<file path="src/rtl/fz_pkg.sv">
package fz_pkg;
  localparam int unsigned DATA_W = 8;
  localparam int unsigned N_SETS = 7;
  localparam int unsigned IDX_W  = 3;
  localparam int unsigned N_CH   = 2;
endpackage

</file>
<file path="src/rtl/fz_pair_sel.sv">
module fz_pair_sel #(
  parameter int unsigned W      = fz_pkg::DATA_W,
  parameter int unsigned NSETS  = fz_pkg::N_SETS,
  parameter int unsigned IDXW   = fz_pkg::IDX_W,
  parameter logic [NSETS*W-1:0] RISE_TBL = '0
) (
  input  logic [W-1:0]    val,
  output logic [IDXW-1:0] base
);
  localparam int unsigned FIRST_CMP = 2;

  logic [NSETS-1:0] reached;

  assign reached[FIRST_CMP-1:0] = '0;

  for (genvar j = FIRST_CMP; j < NSETS; j++) begin : g_cmp
    logic [W:0] diff;
    assign diff       = {1'b0, val} - {1'b0, RISE_TBL[j*W +: W]};
    assign reached[j] = ~diff[W];
  end

  always_comb begin
    base = '0;
    for (int j = FIRST_CMP; j < NSETS; j++) begin
      base = base + IDXW'(reached[j]);
    end
  end
endmodule

</file>
<file path="src/rtl/fz_region.sv">
module fz_region #(
  parameter int unsigned W      = fz_pkg::DATA_W,
  parameter int unsigned NSETS  = fz_pkg::N_SETS,
  parameter int unsigned IDXW   = fz_pkg::IDX_W,
  parameter logic [NSETS*W-1:0] FALL_TBL = '0
) (
  input  logic [W-1:0]    val,
  input  logic [IDXW-1:0] set_a,
  input  logic [IDXW-1:0] set_b,
  output logic            reg_a,
  output logic            reg_b
);
  localparam int unsigned NSLOT = 1 << IDXW;

  logic [NSLOT-1:0] past_fall;

  for (genvar j = 0; j < NSLOT; j++) begin : g_fall
    if (j < NSETS - 1) begin : g_live
      assign past_fall[j] = (val >= FALL_TBL[j*W +: W]);
    end else begin : g_none
      assign past_fall[j] = 1'b0;
    end
  end

  assign reg_a = past_fall[set_a];
  assign reg_b = past_fall[set_b];
endmodule

</file>
<file path="src/rtl/fz_ars_top.sv">
module fz_ars_top #(
  parameter int unsigned W     = fz_pkg::DATA_W,
  parameter int unsigned NSETS = fz_pkg::N_SETS,
  parameter int unsigned IDXW  = fz_pkg::IDX_W,
  parameter logic [NSETS*W-1:0] RISE0 = {8'd220, 8'd180, 8'd140, 8'd100, 8'd60, 8'd30, 8'd0},
  parameter logic [NSETS*W-1:0] FALL0 = {8'd255, 8'd235, 8'd195, 8'd155, 8'd115, 8'd75, 8'd40},
  parameter logic [NSETS*W-1:0] RISE1 = {8'd200, 8'd160, 8'd120, 8'd80, 8'd50, 8'd20, 8'd0},
  parameter logic [NSETS*W-1:0] FALL1 = {8'd255, 8'd215, 8'd175, 8'd135, 8'd95, 8'd60, 8'd25}
) (
  input  logic [W-1:0]    in0,
  input  logic [W-1:0]    in1,
  output logic [IDXW-1:0] odd_idx0,
  output logic [IDXW-1:0] even_idx0,
  output logic            odd_reg0,
  output logic            even_reg0,
  output logic [IDXW-1:0] odd_idx1,
  output logic [IDXW-1:0] even_idx1,
  output logic            odd_reg1,
  output logic            even_reg1
);
  localparam int unsigned NCH = fz_pkg::N_CH;

  logic [W-1:0]    ch_in   [NCH];
  logic [IDXW-1:0] ch_odd  [NCH];
  logic [IDXW-1:0] ch_even [NCH];
  logic            ch_ro   [NCH];
  logic            ch_re   [NCH];

  assign ch_in[0] = in0;
  assign ch_in[1] = in1;

  for (genvar c = 0; c < NCH; c++) begin : g_ch
    localparam logic [NSETS*W-1:0] RT = (c == 0) ? RISE0 : RISE1;
    localparam logic [NSETS*W-1:0] FT = (c == 0) ? FALL0 : FALL1;

    logic [IDXW-1:0] base;
    logic [IDXW-1:0] upper;

    fz_pair_sel #(.W(W), .NSETS(NSETS), .IDXW(IDXW), .RISE_TBL(RT)) u_sel (
      .val  (ch_in[c]),
      .base (base)
    );

    assign upper = base + IDXW'(1);

    always_comb begin
      if (base[0]) begin
        ch_odd[c]  = base;
        ch_even[c] = upper;
      end else begin
        ch_odd[c]  = upper;
        ch_even[c] = base;
      end
    end

    fz_region #(.W(W), .NSETS(NSETS), .IDXW(IDXW), .FALL_TBL(FT)) u_reg (
      .val   (ch_in[c]),
      .set_a (ch_odd[c]),
      .set_b (ch_even[c]),
      .reg_a (ch_ro[c]),
      .reg_b (ch_re[c])
    );
  end

  assign odd_idx0  = ch_odd[0];
  assign even_idx0 = ch_even[0];
  assign odd_reg0  = ch_ro[0];
  assign even_reg0 = ch_re[0];
  assign odd_idx1  = ch_odd[1];
  assign even_idx1 = ch_even[1];
  assign odd_reg1  = ch_ro[1];
  assign even_reg1 = ch_re[1];
endmodule

</file>
<file path="config.mk">
export PLATFORM = sky130hd
export DESIGN_NAME = fz_ars_top
export DESIGN_NICKNAME = d
export VERILOG_FILES = /design/src/rtl/fz_pkg.sv /design/src/rtl/fz_pair_sel.sv /design/src/rtl/fz_region.sv /design/src/rtl/fz_ars_top.sv
export SDC_FILE = /design/constraint.sdc
export NUM_CORES = 1
export LEC_CHECK = 0
export BUFFER_PORTS_ARGS = -buffer_cell sky130_fd_sc_hd__buf_4
export CORE_MARGIN = 8
export CORE_UTILIZATION = 51
export DETAILED_ROUTE_END_ITERATION = 10
export GPL_TIMING_DRIVEN = 0
export PLACE_DENSITY = 0.85
export REMOVE_ABC_BUFFERS = 1
export SLEW_MARGIN = 20
export SYNTH_ARGS = -nofsm -noshare
export SYNTH_HDL_FRONTEND = slang
export SYNTH_SLANG_ARGS = --single-unit
</file>
<file path="constraint.sdc">
create_clock -name vclk -period 4.9
set_input_delay 0.735 -clock vclk [all_inputs]
set_output_delay 0.735 -clock vclk [all_outputs]
set_load 0.005 [all_outputs]
</file>
==> results by group, run 1 <==
Setup path
  – CP bufs+invs: 2
  – Top delay family on crit path: adder cells
  – Largest stage delay on the critical path: 0.52 ns
  – Arrival @ worst endpoint: between 3 and 4 ns
  – Crit path max fanout: 8
  – CP most frequent cell: ha_1
  – Critical Path End Type: output port
  – Crit-path slowest cell: fa_1
  – Critical path type: in2out
  – Critical path, cell by cell: buf_4 > o311ai_1 > nand2_1 > ha_1 > fa_1 > ha_1 > fa_1 > ha_1 > nor2b_1 > xnor2_2 > o32a_1 > a2bb2oi_1 > buf_4
  – Setup crit start: in1[3]
  – Req. time, crit path: 4.16 ns
  – Critical Path Source Type: input pin

Synthesis
  – Synth cell types: 39
  – Synthesized cell area: 747.0 um2
  – Post-synthesis sequential area ratio: 0%
  – Post-synthesis cell count: ~110
  – Synth warn: 0
  – Syn avg cell area: 6.981 um2

GRT
  – Number of global-route vias before repair: between 700 and 800
  – Initial antenna violation count: 0
  – Met3 GRT Util: 1.087%
  – Met2 usage: 25.38%
  – First-pass GRT wire length: roughly 3.1 mm
  – M1 GR Usage: 15.44%
  – GR Util All Layers: between 10 and 15%
  – Largest net degree at the start of global routing: 13
  – GRT overflow: 0
  – Grt peak-use layer: met2

Placement
  – GP Congestion: 0.9164
  – Post-DP HPWL: approximately 1.7 mm
  – Worst slack, placed: between 0.1 and 0.15 ns
  – I/O Buffers: 28

Timing
  – RSZ-0062 raised after global routing: false
  – Fin crit share: 94.21%
  – Final setup fails: 0
  – Hold Fails Final Rpt: 0
  – Final Critical Period: 4.616 ns
  – Pins Over Slew Limit: 0
  – Final WS setup: about 0.28 ns
  – Setup tns final: 0 ns
  – Fmax: 216.6 MHz

Floorplanning
  – Die Footprint: 2945 um2
  – Initial Util: 52.00%
  – I/O pins: 32
  – Chip width: around 54 um
  – Rows: 14
  – DIE HEIGHT: 54.27 um
  – Core Region: 1436 um2

Routing
  – Routed length per instance: 13.44 um
  – DR vias/cell: 5.750
  – Detailed Route WL: 1.935 mm
  – Final ANT Viol Nets: 0
  – Via count: 828
  – DRT Pass-1 Iters: 4
  – Residual DRC count: 0
  – Initial drt markers: 9

Final layout
  – Most common cell after layout, fill and taps aside: buf_4
  – P&R area growth vs syn: 25.96%
  – CLK BUF: 0
  – Antenna Cells: 0
  – Final #Nets: around 160
  – Layout cells sized above 1: 26.56%
  – Register area: 0 um2
  – Flip-flop and latch count: 0
  – Most frequent cells in the layout: buf_4 (28), inv_1 (12), nand2_1 (10), ha_1 (8)

Min path
  – Hold WC Path Type: in2out
  – HP Start: in0[6]

Clocking
  – Hold-fix buffers, CTS: 0
  – Postcts setup bufs: 0

Status
  – Status: finished, final reports clean

Power
  – Pwr/cell area: between 200 and 300 nW/um2
  – Maximum vdd drop: 0.1838 mV
  – Leak Pwr: 0.4683 nW
  – Total power: 0.0002471 W

Flow run
  – Number of max-cap violations: 0
## what timing repair did
item,4_1_cts,5_1_grt
resized for setup,0,2
hold endpoints to repair,0,0
setup endpoints to repair,0,1
## synthesized netlist by cell type (2+ instances only)
library cell  instances  area (um2)
a21oi_1               6       30.03
nand2_1              10       37.54
o311a_1               2       20.02
nor2b_1               2       12.51
nand3_1               3       15.01
a41o_1                3       30.03
o21ai_0               7       35.03
nor2_1                7       26.28
clkbuf_1              3       11.26
o211ai_1              2       15.01
xnor2_1               2       17.52
ha_1                  8       100.1
o21a_1                2       15.01
buf_2                 2       10.01
nor3_1                4       20.02
inv_1                12       45.04
buf_4                 4       30.03
nand2b_1              2       12.51
nand4_1               2       12.51
fa_1                  4       80.08
conb_1                2       7.510
## routing by layer
layer  routed length, um  share of wire, %
met1                 811                42
met2                 970                50
met3                 153               7.9
met4                   0                 0
met5                   0                 0
## logic make-up (layout without fill, tap and decap cells)
logic type	Yosys count	after routing	share of synthesized area [%]
mux	2	2	2.848
compound gates	30	30	28.81
buf+inv	21	40	12.90
simple gates	36	36	24.62
xor+xnor	4	4	5.696
fa+ha+maj	12	12	24.12
other cells	2	4	1.005
## power breakdown
part	internal [W]	switching (W)	total, W
logic	0.000131	0.000116	0.000247
registers	0	0	0
clock network	0	0	0
## path summary, 6_finish.rpt
| check | to | cells past startpoint | slack [ns] |
|---|---|---|---|
| max | odd_reg1 | 13 | 0.28 |
| min | even_reg0 | 4 | 1.87 |
## cell type report
type                            instances  area, um2
Multi-Input combinational cell         88      665.6
Inverter                               12      45.04
Fill cell                             130      495.5
Tap cell                               16      20.02
Timing Repair Buffer                   28      210.2
## metrics by stage
stage | hold slack [ns] | instance area [um2] | instances | util, %
after floorplan | 1.584 | 703.2 | 100 | -
after CTS | 1.878 | 933.4 | 144 | 64.98
after global routing | 1.906 | 940.9 | 144 | 65.51
final | 1.874 | 940.9 | 144 | 65.51
after detailed placement | 1.876 | 933.4 | 144 | 64.98
after global placement | 1.867 | 933.4 | 144 | 64.98
Note: power is estimated with default switching activity, not from simulation.
==> run 2, diff against run 1 <==
ABC_AREA = 1   (was not set)
CORE_UTILIZATION = 52   (was 51)
==> run 2 against run 1 <==
- clock-buffer cell count stayed put
- synthesized cell count rose by 40%
- via count rose by 19%
- synthesized area is 8.0% higher
- final cell count up 32%
- maximum frequency is 2.0% higher
- design area up 6.5%
- wire length grew 13%
- worst setup slack gained 0.091 ns
- critical path type unchanged
==> results by group, run 2 <==
Placement
  – I/O Buffers: 28
  – Placed insts: between 150 and 200
  – Placed instance area: between 1000 and 1500 um2
  – GP Congestion: 0.9190
  – Post-DP HPWL: just under 2 mm

Routing
  – Initial drt markers: 34
  – Residual DRC count: 0
  – Via count: 983
  – DRT Pass-1 Iters: 4
  – Detailed Route WL: 2.180 mm
  – Routed length per instance: 11.47 um
  – DR vias/cell: 5.174
  – Final ANT Viol Nets: 0

Power
  – Pwr/cell area: 279.7 nW/um2
  – Total power: about 0.00028 W
  – Maximum vdd drop: 0.1992 mV
  – Leak Pwr: 0.5928 nW

Setup path
  – CP endpoint: even_reg0
  – Critical Path Source Type: input pin
  – Setup crit start: in0[2]
  – Critical path type: in2out
  – Arrival @ worst endpoint: roughly 3.8 ns
  – Req. time, crit path: 4.16 ns
  – Critical Path End Type: output port
  – Crit path max fanout: 3

GRT
  – GRT overflow: 0
  – Largest net degree at the start of global routing: 9
  – GR Util All Layers: between 10% and 20%
  – Initial antenna violation count: 0
  – First-pass GRT wire length: roughly 3.8 mm
  – Number of global-route vias before repair: ~960

Final layout
  – Register area: 0 um2
  – Finished Cell Area: 1002 um2
  – Final #Nets: ~200
  – Most frequent cells in the layout: nand2_1 (45), buf_4 (28), inv_1 (26), nand3_1 (13), nor2_1 (13)
  – CLK BUF: 0
  – P&R area growth vs syn: 24.19%
  – Final Non-Filler Cells: 190
  – Layout cells sized above 1: 20.11%
  – Antenna Cells: 0
  – Area occupied by multi-input gates: between 600 and 700 um2
  – Flip-flop and latch count: 0
  – Most common cell after layout, fill and taps aside: nand2_1
  – FILL cells: 139

Min path
  – Hold WC Path Type: in2out

Timing
  – Fin crit share: slightly above 90%
  – Final setup fails: 0
  – Final Critical Period: roughly 4.5 ns
  – Fmax: 221.0 MHz
  – Setup tns final: 0 ns
  – Pins Over Slew Limit: 0
  – Hold Fails Final Rpt: 0
  – RSZ-0062 raised after global routing: false

Synthesis
  – Post-synth top area share: 20.93%
  – Synth warn: 0
  – Area contributors post-synth: nand2_1 (21%), ha_1 (12%), inv_1 (12%), fa_1 (9.9%), nand3_1 (8.1%)
  – Post-synthesis cell count: 150
  – Leading area contributor after synthesis: nand2_1
  – Post-synth top cells: nand2_1 (45), inv_1 (26), nand3_1 (13), nor2_1 (13), ha_1 (8)
  – Count leader, synth: nand2_1
  – Post-synthesis sequential area ratio: 0%
  – Synth cell types: 24
  – Syn avg cell area: 5.380 um2
  – Synthesized cell area: just over 800 um2

Floorplanning
  – Core Region: 1489 um2
  – I/O pins: 32
  – Chip width: ~55 um
  – Rows: 14
  – Die Footprint: 3069 um2
  – DIE HEIGHT: 55.40 um
  – Initial Util: between 50% and 60%

Status
  – Status: finished, final reports clean

Clocking
  – Hold-fix buffers, CTS: 0
  – Post_cts resized: 0
  – Postcts setup bufs: 0

Flow run
  – Number of max-cap violations: 0
[run 2: cell count changes after synthesis, sizes merged, moves of 3 or more]
cell	change
inv	+16
a21oi	-4
a41o	-3
nand3	+10
nor2	+6
clkbuf	-3
o21ai	+6
nand2	+37
[run 2: area by class of cell]
class / instances / share of cell area [%]
Inverter: 28 / 10.49
Multi-Input combinational cell: 118 / 66.54
Timing Repair Buffer: 28 / 20.97
Tap cell: 16 / 1.998
[run 2: worst min path at each step]
stage / from / to / slack (ns) / cells past startpoint
finish: in0[4] / odd_reg0 / 1.86 / 4
global placement: in0[4] / odd_reg0 / 1.82 / 4
detailed placement: in0[4] / odd_reg0 / 1.85 / 4
floorplan: in0[4] / odd_reg0 / 1.59 / 2
global route: in0[4] / odd_reg0 / 1.86 / 4
CTS: in0[4] / odd_reg0 / 1.85 / 4
[run 2: power by group]
part           switching [W]  internal, W
Combinational       0.000144     0.000136
Clock                      0            0
Sequential                 0            0
[run 2: routing by layer]
layer / vias to the layer above / global-route usage [%] / part of all wire [%]
met1: 437 / 15.69 / 45
li1: 511 / - / -
met5: - / 0 / 0
met3: 0 / 1.826 / 5.8
met4: 0 / 1.408 / 0
met2: 35 / 24.84 / 49
[run 2: critical path: stages]
cell	delay [ns]
buf_4	0.12
nor2_1	0.19
nor3_1	0.07
a31o_2	0.20
ha_1	0.26
inv_1	0.05
fa_1	0.48
inv_1	0.07
ha_1	0.13
inv_1	0.04
fa_1	0.48
inv_1	0.06
ha_1	0.19
xnor2_1	0.25
nand2_1	0.08
o21ai_1	0.12
nand3_1	0.09
nand2_1	0.08
buf_4	0.10
[run 2: cells by family (layout without fill, tap and decap cells)]
group	after synthesis	after routing	synth area share, %
compound gates	20	20	14.57
xor+xnor	2	2	2.171
fa+ha+maj	12	12	22.33
buf+inv	34	56	18.29
other cells	2	4	0.9306
simple gates	80	80	41.71
[run 2: stage by stage]
stage	setup WS (ns)	hold slack, ns	utilization [%]
final	0.3749	1.858	67.31
after floorplan	0.7840	1.586	-
after global routing	0.1595	1.863	67.31
after CTS	0.3651	1.852	67.31
after global placement	0.4763	1.816	67.31
after detailed placement	0.3777	1.849	67.31
